--- config.mk ---
export PLATFORM = sky130hd
export DESIGN_NAME = bus_glue
export DESIGN_NICKNAME = d
export VERILOG_FILES = /design/src/rtl/glue_pkg.sv /design/src/rtl/glue_addr_decode.sv /design/src/rtl/glue_strobe_gate.sv /design/src/rtl/glue_irq_merge.sv /design/src/rtl/bus_glue.sv
export SDC_FILE = /design/constraint.sdc
export NUM_CORES = 1
export LEC_CHECK = 0
export ABC_AREA = 1
export ABC_CLOCK_PERIOD_IN_PS = 800
export BUFFER_PORTS_ARGS = -buffer_cell sky130_fd_sc_hd__clkbuf_2
export CAP_MARGIN = 20
export CORE_AREA = 2 2 39 41
export DETAILED_ROUTE_END_ITERATION = 10
export DIE_AREA = 0 0 41 43
export GPL_ROUTABILITY_DRIVEN = 1
export PLACE_DENSITY = 0.58
export SYNTH_ARGS = -nofsm -noshare
export SYNTH_HDL_FRONTEND = slang
export SYNTH_SLANG_ARGS = --single-unit
--- constraint.sdc ---
create_clock -name vclk -period 0.8
set_clock_uncertainty 0.15 [all_clocks]
set_input_delay 0 -clock vclk [all_inputs]
set_output_delay 0 -clock vclk [all_outputs]
set_load 0.05 [all_outputs]
--- src/rtl/glue_pkg.sv ---
package glue_pkg;

  // Qualified bus strobes, active high inside the block
  typedef struct packed {
    logic rd;
    logic wr;
    logic rom_rd;
    logic rom_wr;
  } strobe_t;

  // Bytes in an address window of the given bit count
  function automatic int unsigned win_bytes(input int unsigned bits);
    return 32'd1 << bits;
  endfunction

endpackage

--- src/rtl/glue_addr_decode.sv ---
module glue_addr_decode
  import glue_pkg::*;
#(
  parameter int unsigned ADDR_W      = 16,
  parameter int unsigned IO_SLOTS    = 4,
  parameter int unsigned IO_WIN_BITS = 4,
  parameter int unsigned HOLE_BYTES  = 64,
  parameter bit          REDUCED     = 1'b0
) (
  input  logic [ADDR_W-1:0]   addr,
  output logic                ram_sel,
  output logic                rom_sel,
  output logic [IO_SLOTS-1:0] io_sel
);

  localparam int unsigned HALF      = 32'd1 << (ADDR_W - 1);
  localparam int unsigned WIN       = win_bytes(IO_WIN_BITS);
  localparam int unsigned IO_BASE   = HALF - IO_SLOTS * WIN;
  localparam int unsigned HOLE_BASE = IO_BASE - HOLE_BYTES;
  localparam int unsigned RAM_END   = REDUCED ? HOLE_BASE : IO_BASE;

  int unsigned a_u;
  assign a_u = 32'(addr);

  assign rom_sel = addr[ADDR_W-1];
  assign ram_sel = (a_u < RAM_END);

  for (genvar k = 0; k < IO_SLOTS; k++) begin : g_slot
    localparam int unsigned LO = IO_BASE + k * WIN;
    assign io_sel[k] = (a_u >= LO) && (a_u < LO + WIN);
  end

  always_comb begin
    assert_one_select_R4 : assert ($onehot0({ram_sel, rom_sel, io_sel}))
      else $error("more than one select active");
    if (!REDUCED) begin
      assert_full_cover_R1 : assert ($countones({ram_sel, rom_sel, io_sel}) == 1)
        else $error("address left unmapped in full decode");
    end
    if (REDUCED && a_u >= HOLE_BASE && a_u < IO_BASE) begin
      assert_hole_empty_R5 : assert (!ram_sel && !rom_sel && io_sel == '0)
        else $error("select active inside reduced-decode hole");
    end
  end

endmodule

--- src/rtl/glue_strobe_gate.sv ---
module glue_strobe_gate
  import glue_pkg::*;
(
  input  logic    phi2,
  input  logic    rw,
  input  logic    bus_en,
  input  logic    rom_sel,
  input  logic    rom_prog_we_n,
  output strobe_t strb
);

  logic live;

  always_comb begin
    live        = phi2 & bus_en;
    strb.rd     = live & rw;
    strb.wr     = live & ~rw;
    strb.rom_rd = strb.rd & rom_sel;
    strb.rom_wr = strb.wr & ~rom_prog_we_n;

    assert_rd_wr_excl_R7 : assert (!(strb.rd && strb.wr))
      else $error("read and write strobes both active");
    if (!phi2 || !bus_en) begin
      assert_idle_quiet_R6 : assert (strb == '0)
        else $error("strobe active outside phase 2 or without bus ownership");
    end
    if (strb.rom_rd) begin
      assert_rom_read_only_R8 : assert (rw && rom_sel && !strb.wr)
        else $error("ROM output enabled outside a ROM read");
    end
    if (strb.rom_wr) begin
      assert_prog_gated_R9 : assert (strb.wr && !rom_prog_we_n)
        else $error("ROM write strobe without qualified write");
    end
  end

endmodule

--- src/rtl/glue_irq_merge.sv ---
module glue_irq_merge #(
  parameter int unsigned LINES = 4
) (
  input  logic [LINES-1:0] irq_in_n,
  output logic             irq_out_n
);

  always_comb begin
    irq_out_n = &irq_in_n;
    if ($countones(irq_in_n) != LINES) begin
      assert_irq_any_R10 : assert (!irq_out_n)
        else $error("pending device interrupt not forwarded");
    end
  end

endmodule

--- src/rtl/bus_glue.sv ---
module bus_glue
  import glue_pkg::*;
#(
  parameter int unsigned ADDR_W      = 16,
  parameter int unsigned IO_SLOTS    = 4,
  parameter int unsigned IO_WIN_BITS = 4,
  parameter int unsigned HOLE_BYTES  = 64,
  parameter bit          REDUCED     = 1'b0
) (
  input  logic [ADDR_W-1:0]   addr,
  input  logic                rw,
  input  logic                phi2,
  input  logic                bus_en,
  input  logic                rom_prog_we_n,
  input  logic [IO_SLOTS-1:0] irq_in_n,
  output logic                ram_cs_n,
  output logic                rom_cs_n,
  output logic [IO_SLOTS-1:0] io_cs_n,
  output logic                ram_oe_n,
  output logic                ram_we_n,
  output logic                rom_oe_n,
  output logic                rom_we_n,
  output logic                cpu_irq_n
);

  logic                ram_sel;
  logic                rom_sel;
  logic [IO_SLOTS-1:0] io_sel;
  strobe_t             strb;

  glue_addr_decode #(
    .ADDR_W(ADDR_W), .IO_SLOTS(IO_SLOTS), .IO_WIN_BITS(IO_WIN_BITS),
    .HOLE_BYTES(HOLE_BYTES), .REDUCED(REDUCED)
  ) u_dec (
    .addr(addr), .ram_sel(ram_sel), .rom_sel(rom_sel), .io_sel(io_sel)
  );

  glue_strobe_gate u_gate (
    .phi2(phi2), .rw(rw), .bus_en(bus_en), .rom_sel(rom_sel),
    .rom_prog_we_n(rom_prog_we_n), .strb(strb)
  );

  glue_irq_merge #(.LINES(IO_SLOTS)) u_irq (
    .irq_in_n(irq_in_n), .irq_out_n(cpu_irq_n)
  );

  assign ram_cs_n = ~ram_sel;
  assign rom_cs_n = ~rom_sel;
  assign io_cs_n  = ~io_sel;
  assign ram_oe_n = ~strb.rd;
  assign ram_we_n = ~strb.wr;
  assign rom_oe_n = ~strb.rom_rd;
  assign rom_we_n = ~strb.rom_wr;

endmodule

==> Flow_metrics.wiki, run 1 <==
{| class="wikitable"
! Metric !! Value
|-
| Result of the run || finished, violations left
|-
| Failing checks || negative setup slack
|-
| DR pass1 iterations || 1
|-
| Layout cells sized above 1 || 0.750
|-
| Worst slew margin relative to its limit || 0.816
|-
| Final #Nets || 94
|-
| Mean instance size in the synthesized netlist || 5.08 µm²
|-
| Cell seen most often among critical-path stages || sky130_fd_sc_hd__nor2_4
|-
| Highest achievable clock rate || 1100 MHz
|-
| Mapped cell area || 163 µm²
|-
| Final hold violation count || 0
|-
| Share of the clock period used by the worst path after layout || 1.13
|-
| Global-route usage over all layers || 0.0849
|-
| Final setup violation count || 6
|-
| Most frequent standard cell in the layout excluding fill and tap cells || sky130_fd_sc_hd__clkbuf_2
|-
| Area share of the largest cell type after synthesis || 0.185
|-
| Hold slack || 183 ps
|-
| Pwr per Cell Area || 426 nW/µm²
|-
| Routed wire length || 628 µm
|-
| Hold-fix buffers at CTS || 0
|-
| GP Congestion || 0.621
|-
| Crit-path max FO || 5
|-
| IR drop worst, VDD || 159 µV
|-
| First-pass GRT wire length || 1150 µm
|-
| Crit path time final || 906 ps
|-
| Hold Path Stages || 3
|-
| Worst Path Required || 650 ps
|-
| DPL Wire Length || 568 µm
|-
| Total of buffers placed on input and output ports || 31
|-
| Layout-stage area growth over the synthesis result || 212%
|-
| Antenna violations before repair || 0
|-
| Starting density of the core || 0.118
|-
| Distinct cell type count of the synthesized netlist || 13
|-
| Most frequent cells in the layout || sky130_fd_sc_hd__clkbuf_2 (22), sky130_fd_sc_hd__nand2_1 (6), sky130_fd_sc_hd__buf_8 (5), sky130_fd_sc_hd__buf_4 (5), sky130_fd_sc_hd__inv_1 (4)
|-
| Top cells by area in the synthesized netlist || sky130_fd_sc_hd__inv_1 (18%), sky130_fd_sc_hd__nand2_1 (16%), sky130_fd_sc_hd__nand4_1 (12%)
|-
| ANT cells || 0
|-
| Number of sequential storage elements || 0
|-
| Max cap viols || 0
|-
| Synthesis warning total || 0
|-
| Startpoint-to-endpoint class of the critical path || primary input to output pin
|-
| Number of max-slew violations in the final report || 0
|-
| Std-Cell Core Area || 1380 µm²
|-
| Setup repair after global routing missed its margin || yes
|-
| Iter 0 DRT Violations || 0
|-
| Worst path slowest cell || sky130_fd_sc_hd__clkbuf_8
|-
| Path type of the worst min-delay path || primary input to output pin
|-
| Maximum cell stage delay along the critical path || 200 ps
|-
| Proportion of synthesized chip area in sequential cells || 0
|-
| Die outline height || 43 µm
|-
| Routed wire length per instance || 7.48 µm
|-
| Biggest area consumer among synthesized cells || sky130_fd_sc_hd__inv_1
|-
| Destination of the worst hold path || rom_we_n
|-
| Largest net degree at the start of global routing || 6
|-
| Cells along the critical path || buf_8, inv_8, nor2_4, nand2_2, nor2_4, nand4_1, clkbuf_8
|-
| Die Span X || 41 µm
|-
| Syn Nets || 56
|-
| Crit path setup slack, layout || -106 ps
|-
| Overall overflow remaining after global route || 0
|-
| HP Start || rom_prog_we_n
|-
| Vias in the first global route || 329
|-
| Vias per Instance || 3.95
|-
| Floorplan die area || 1760 µm²
|-
| Clock buffers || 0
|-
| Post-synthesis cell count || 32
|-
| Boundary pin count || 35
|-
| Arr. time, crit path || 760 ps
|-
| Remaining number of nets flagged by the antenna check after routing || 0
|-
| Type of element capturing the critical path || output pin
|-
| Cell Rows || 14
|-
| Kind of start point of the critical path || primary input
|-
| Via count || 332
|-
| Area taken by flip-flops and latches || 0 µm²
|-
| Worst setup startpoint || addr[12]
|-
| Total negative setup slack || -362 ps
|-
| Worst-Margin Slew || 277 ps
|-
| Static Leakage || 0.278 nW
|-
| DRC Markers || 0
|}
## through the flow
step | utilization | instances | setup WS [ps] | power [W] | cell area, µm²
2_1_floorplan | - | 32 | -311 | 0.0000960 | 196
3_3_place_gp | 0.290 | 83 | -220 | 0.000184 | 402
3_5_place_dp | 0.290 | 83 | -234 | 0.000188 | 402
4_1_cts | 0.358 | 84 | -122 | 0.000211 | 495
5_1_grt | 0.367 | 84 | -176 | 0.000238 | 508
6_report | 0.367 | 84 | -106 | 0.000216 | 508
## worst max path at each step
stage	endpoint	slack, ps	cells after the start
global placement	ram_cs_n	-220	8
CTS	io_cs_n[2]	-120	6
global route	io_cs_n[1]	-180	7
detailed placement	ram_cs_n	-230	8
finish	io_cs_n[2]	-110	7
floorplan	rom_we_n	-310	2
## synth_stat cells (all sizes together)
cell     n
inv      8
nand4    3
a21oi    1
nor2     4
nand2   10
nand3    3
or2      1
nor3     1
nand3b   1
## final cells by class
type,count,area [µm²]
fillers,160,876
repair buffers,36,287
well taps,16,20.0
multi-input cells,24,160
inverters,8,41.3
## routing by layer
| metal | global-route usage | routed length [µm] | vias to the layer above |
|---|---|---|---|
| met4 | 0 | 0 | 0 |
| met3 | 0 | 67 | 0 |
| met5 | 0 | 0 | - |
| met1 | 0.104 | 202 | 141 |
| li1 | - | - | 173 |
| met2 | 0.163 | 358 | 18 |
## repair_timing
item	4_1_cts	5_1_grt
gates resized for setup	16	8
setup buffers	1	0
setup endpoints to repair	6	6
pin swaps	6	5
cloned	0	0
## power by group
group | leakage, nW | switching (W) | internal, W | total (W)
sequential | 0 | 0 | 0 | 0
clock | 0 | 0 | 0 | 0
combinational | 0.278 | 0.000116 | 0.000101 | 0.000216
total | 0.278 | 0.000116 | 0.000101 | 0.000216
## critical path, delay by kind of cell
kind | cells | cell delay, ps
buf+inv | 3 | 300
simple gates | 4 | 440
## logic make-up after synthesis
logic type,after synthesis,synth area share
and+or+nand+nor,23,0.785
buffers and inverters,8,0.185
AOI/OAI and AO/OA,1,0.0307
No activity file was read; power rests on OpenSTA's default activity.
==> run 2: changes to the inputs <==
Settings changed: PLACE_DENSITY 0.58 to default, PLACE_DENSITY_LB_ADDON from default to 0.15.
==> run 2 against run 1 <==
The flow still finishes with violations (negative setup slack). Cell area is 6.9% higher. Hold slack got worse by 17 ps. Combinational power increased by 9.3%. Critical path depth stayed put. Fmax increased by 1.6%. Cell count is 1.2% higher. Worst setup slack gained 14 ps. Sequential cell count unchanged. Clock-buffer cell count unchanged. Die area stayed put. Via count down 2.1%.
==> Flow_metrics.wiki, run 2 (synthesized netlist as in run 1, its figures left out) <==
{| class="wikitable"
! Metric !! Value
|-
| Number of inserted filler cells in the final layout || 154
|-
| Cells along the critical path || clkbuf_2, nand2_1, inv_2, nand2_4, nor2_4, nand4_1, clkbuf_8
|-
| Global-route usage over all layers || 0.0799
|-
| Type of element capturing the critical path || output pin
|-
| Worst Path Required || 650 ps
|-
| Startpoint-to-endpoint class of the critical path || primary input to output pin
|-
| GP Congestion || 0.706
|-
| Starting density of the core || 0.118
|-
| Die outline height || 43 µm
|-
| Buffer and inverter count on the worst path || 3
|-
| Overall overflow remaining after global route || 0
|-
| Setup repair after global routing missed its margin || yes
|-
| Worst-Margin Slew || 281 ps
|-
| Number of sequential storage elements || 0
|-
| Hold-fix buffers at CTS || 0
|-
| Antenna violations before repair || 0
|-
| Crit path setup slack, layout || -91.6 ps
|-
| Kind of start point of the critical path || primary input
|-
| Die Span X || 41 µm
|-
| Vias in the first global route || 304
|-
| Final setup violation count || 5
|-
| CP delay by family, top || simple AND/OR/NAND/NOR gates
|-
| Worst slew margin relative to its limit || 0.814
|-
| Via count || 325
|-
| Layout cells sized above 1 || 0.768
|-
| Failing checks || negative setup slack
|-
| Highest achievable clock rate || 1120 MHz
|-
| Clock buffers || 0
|-
| First-pass GRT wire length || 1080 µm
|-
| Maximum cell stage delay along the critical path || 200 ps
|-
| Layout-stage area growth over the synthesis result || 234%
|-
| DPL Wire Length || 551 µm
|-
| Hold Path Stages || 3
|-
| Post-CTS setup repair buffer count || 0
|-
| Crit path time final || 892 ps
|-
| Path type of the worst min-delay path || primary input to output pin
|-
| Final hold violation count || 0
|-
| Final core utilization || 0.392
|-
| Number of max-slew violations in the final report || 0
|-
| Pwr per Cell Area || 435 nW/µm²
|-
| Static Leakage || 0.288 nW
|-
| Number of stages on the worst setup path || 7
|-
| Routed wire length per instance || 7.40 µm
|-
| IR drop worst, VDD || 171 µV
|-
| Final #Nets || 95
|-
| Total of buffers placed on input and output ports || 31
|-
| Share of the clock period used by the worst path after layout || 1.11
|-
| Std-Cell Core Area || 1380 µm²
|-
| Routed wire length || 629 µm
|-
| Max cap viols || 0
|-
| Iter 0 DRT Violations || 2
|-
| DR pass1 iterations || 2
|-
| ANT cells || 0
|-
| Most frequent standard cell in the layout excluding fill and tap cells || sky130_fd_sc_hd__clkbuf_2
|-
| Final design area excluding fillers || 543 µm²
|-
| Worst setup startpoint || addr[10]
|-
| Most frequent cells in the layout || sky130_fd_sc_hd__clkbuf_2 (17), sky130_fd_sc_hd__buf_8 (7), sky130_fd_sc_hd__buf_4 (6), sky130_fd_sc_hd__nand2_1 (5), sky130_fd_sc_hd__buf_6 (5)
|-
| Floorplan die area || 1760 µm²
|-
| Critical Path End || io_cs_n[2]
|-
| Boundary pin count || 35
|-
| Cell Rows || 14
|-
| Arr. time, crit path || 740 ps
|-
| Remaining number of nets flagged by the antenna check after routing || 0
|-
| Result of the run || finished, violations left
|-
| Largest net degree at the start of global routing || 6
|-
| Cell Area, Placed || 417 µm²
|-
| DRC Markers || 0
|-
| Worst path slowest cell || sky130_fd_sc_hd__clkbuf_8
|-
| Vias per Instance || 3.82
|-
| Area taken by flip-flops and latches || 0 µm²
|-
| Crit-path max FO || 5
|}
## run 2: cell count changes in the layout (fill, tap and decap cells not counted)
cell,change
sky130_fd_sc_hd__buf_6,+4
sky130_fd_sc_hd__buf_4,+1
sky130_fd_sc_hd__buf_8,+2
sky130_fd_sc_hd__clkbuf_2,-5
sky130_fd_sc_hd__nand2_1,-1
sky130_fd_sc_hd__nand2_2,+1
sky130_fd_sc_hd__clkbuf_16,-1
## run 2: worst min-delay path by stage
stage	startpoint	to	slack [ps]
5_1_grt	rom_prog_we_n	rom_we_n	180
3_3_place_gp	irq_in_n[3]	cpu_irq_n	240
3_5_place_dp	irq_in_n[3]	cpu_irq_n	240
6_report	rom_prog_we_n	rom_we_n	170
2_1_floorplan	irq_in_n[3]	cpu_irq_n	10
4_1_cts	rom_prog_we_n	rom_we_n	190
## run 2: what timing repair did
item,CTS,global route
setup endpoints to repair,7,7
pin swaps,6,8
resized for setup,18,14
## run 2: power breakdown
part / leakage (nW) / switching (W) / total [W] / internal (W)
clock: 0 / 0 / 0 / 0
sequential: 0 / 0 / 0 / 0
combinational: 0.288 / 0.000116 / 0.000236 / 0.000120
total: 0.288 / 0.000116 / 0.000236 / 0.000120
## run 2: stage by stage
step / setup WS (ps) / setup TNS (ps) / hold WS [ps] / cells / power [W]
floorplan: -311 / -625 / 10.2 / 32 / 0.0000960
detailed placement: -222 / -1120 / 241 / 85 / 0.000193
CTS: -119 / -395 / 194 / 85 / 0.000216
global route: -158 / -578 / 183 / 85 / 0.000256
global placement: -219 / -1120 / 238 / 85 / 0.000194
finish: -91.6 / -255 / 166 / 85 / 0.000236
## run 2: cell type report
cell class	count	area, µm²	share of cell area
multi-input combinational	24	163	0.300
tap	16	20.0	0.0369
inverter	8	41.3	0.0760
timing repair buffer	37	319	0.588
## run 2: metal layers
layer	vias to the layer above	wire (µm)	global-route usage
li1	175	-	-
met1	139	204	0.0886
met2	11	380	0.159
met3	0	44	0.00524
met4	0	0	0
met5	-	0	0
## run 2: tightest hold or removal path, delay by kind of cell
| kind | cells | cell delay (ps) |
|---|---|---|
| buf+inv | 2 | 200 |
| simple gates | 1 | 110 |
==> run 3: changes to the inputs <==
Settings changed: CAP_MARGIN 20 to default, CELL_PAD_IN_SITES_DETAIL_PLACEMENT from default to 0, CELL_PAD_IN_SITES_GLOBAL_PLACEMENT from default to 1, CORE_AREA 2 2 39 41 to default, CORE_MARGIN from default to 2, CORE_UTILIZATION from default to 12, DIE_AREA 0 0 41 43 to default.
==> run 3 against run 2 <==
The run still ends with negative setup slack left. Sequential share of layout area unchanged. Fmax shrank 2.9%. Sequential cell count stayed put. First-iteration DRC count increased by 50%. Routed wire length up 4.9%. Critical path depth decreased by 1. Total power grew 2.6%. Die area decreased by 5.5%. Worst setup slack worse by 27 ps. Clock-buffer cell count unchanged. Cell area up 1.8%. Largest cell class unchanged.
==> Flow_metrics.wiki, run 3 (synthesized netlist as in run 1, its figures left out) <==
{| class="wikitable"
! Metric !! Value
|-
| Result of the run || finished, violations left
|-
| Failing checks || negative setup slack
|-
| Std-Cell Core Area || 1280 µm²
|-
| Total of buffers placed on input and output ports || 31
|-
| Share of the clock period used by the worst path after layout || 1.15
|-
| ANT cells || 0
|-
| Final #Nets || 98
|-
| Max cap viols || 0
|-
| Pwr per Cell Area || 438 nW/µm²
|-
| Number of inserted filler cells in the final layout || 133
|-
| Boundary pin count || 35
|-
| Largest net degree at the start of global routing || 6
|-
| Vias in the first global route || 247
|-
| Cells along the critical path || clkbuf_16, nor2_4, nand2_2, nor2_4, nand4_1, buf_8
|-
| Maximum cell stage delay along the critical path || 180 ps
|-
| Worst-Margin Slew || 275 ps
|-
| DR pass1 iterations || 4
|-
| GP Congestion || 0.694
|-
| Area taken by flip-flops and latches || 0 µm²
|-
| DRC Markers || 0
|-
| Layout-stage area growth over the synthesis result || 240%
|-
| Path type of the worst min-delay path || primary input to output pin
|-
| Clock buffers || 0
|-
| Startpoint-to-endpoint class of the critical path || primary input to output pin
|-
| Vias per Instance || 3.87
|-
| Static Leakage || 0.305 nW
|-
| Number of sequential storage elements || 0
|-
| Layout cells sized above 1 || 0.722
|-
| DPL Wire Length || 542 µm
|-
| Worst slew margin relative to its limit || 0.817
|-
| Floorplan die area || 1670 µm²
|-
| Type of element capturing the critical path || output pin
|-
| Starting density of the core || 0.127
|-
| Via count || 337
|-
| Cell seen most often among critical-path stages || sky130_fd_sc_hd__nor2_4
|-
| Crit path setup slack, layout || -119 ps
|-
| Number of placed instances, taps included || 85
|-
| Remaining number of nets flagged by the antenna check after routing || 0
|-
| Routed wire length per instance || 7.59 µm
|-
| Cell Rows || 13
|-
| First-pass GRT wire length || 924 µm
|-
| Highest achievable clock rate || 1090 MHz
|-
| Setup repair after global routing missed its margin || yes
|-
| Total power || 0.000242 W
|-
| Number of max-slew violations in the final report || 0
|-
| Number of standard cells in the final layout excluding fillers || 87
|-
| Die Span X || 40.8 µm
|-
| Worst path slowest cell || sky130_fd_sc_hd__nor2_4
|-
| Most frequent cells in the layout || sky130_fd_sc_hd__clkbuf_2 (20), sky130_fd_sc_hd__buf_4 (8), sky130_fd_sc_hd__buf_8 (7), sky130_fd_sc_hd__nand2_1 (6), sky130_fd_sc_hd__inv_1 (6)
|-
| Arr. time, crit path || 770 ps
|-
| Kind of start point of the critical path || primary input
|-
| Antenna violations before repair || 0
|-
| Iter 0 DRT Violations || 3
|-
| Worst setup startpoint || addr[15]
|-
| Overall overflow remaining after global route || 0
|-
| Most frequent standard cell in the layout excluding fill and tap cells || sky130_fd_sc_hd__clkbuf_2
|-
| Buffer and inverter count on the worst path || 2
|-
| Crit-path max FO || 5
|-
| Final core utilization || 0.430
|-
| CP delay by family, top || simple AND/OR/NAND/NOR gates
|-
| IR drop worst, VDD || 150 µV
|-
| Hold slack || 166 ps
|-
| Number of stages on the worst setup path || 6
|-
| Total negative setup slack || -425 ps
|-
| Die outline height || 40.8 µm
|-
| Worst Path Required || 650 ps
|-
| Routed wire length || 660 µm
|-
| Crit path time final || 919 ps
|-
| Global-route usage over all layers || 0.0770
|-
| Final setup violation count || 7
|-
| Critical Path End || io_cs_n[1]
|-
| Final hold violation count || 0
|}
## run 3: cell count changes in the layout (fill, tap and decap cells not counted), sizes merged
cell    delta
clkbuf     +3
## run 3: per-stage QoR
stage                     instance area [µm²]  setup slack (ps)
after global routing                      553              -170
after CTS                                 507              -120
final                                     553              -119
after floorplan                           196              -311
after global placement                    423              -225
after detailed placement                  423              -237
## run 3: layout make-up
type,instances,area (µm²),share of cell area
inverters,8,41.3,0.0747
multi-input cells,24,155,0.281
well taps,15,18.8,0.0339
repair buffers,40,338,0.611
## run 3: where the power goes
| part | switching (W) | internal [W] | total (W) |
|---|---|---|---|
| registers | 0 | 0 | 0 |
| logic | 0.000117 | 0.000125 | 0.000242 |
| clock network | 0 | 0 | 0 |
| total | 0.000117 | 0.000125 | 0.000242 |
## run 3: tightest hold or removal path, cell delays in order
cell and delay (ps):
sky130_fd_sc_hd__clkbuf_2 70, sky130_fd_sc_hd__or2_4 110, sky130_fd_sc_hd__buf_8 130
## run 3: how the worst min path moves through the flow
stage                   from         to  slack (ps)  cells past startpoint
6_report       rom_prog_we_n   rom_we_n         170                      3
5_1_grt        rom_prog_we_n   rom_we_n         170                      3
4_1_cts        rom_prog_we_n   rom_we_n         190                      3
3_5_place_dp     irq_in_n[3]  cpu_irq_n         240                      4
3_3_place_gp     irq_in_n[3]  cpu_irq_n         240                      4
2_1_floorplan    irq_in_n[3]  cpu_irq_n          10                      2
## run 3: what timing repair did
item,CTS,global route
pin swaps,5,5
hold buffers,0,0
resized for setup,17,15
setup buffers,0,2
gates cloned,0,0
endpoints found under the setup margin,7,7
## run 3: routing by layer
metal / GRT usage / share of wire / vias up
li1: - / - / 181
met1: 0.0833 / 0.32 / 136
met2: 0.156 / 0.56 / 20
met3: 0.00543 / 0.13 / 0
met4: 0.0167 / 0 / 0
met5: 0 / 0 / -
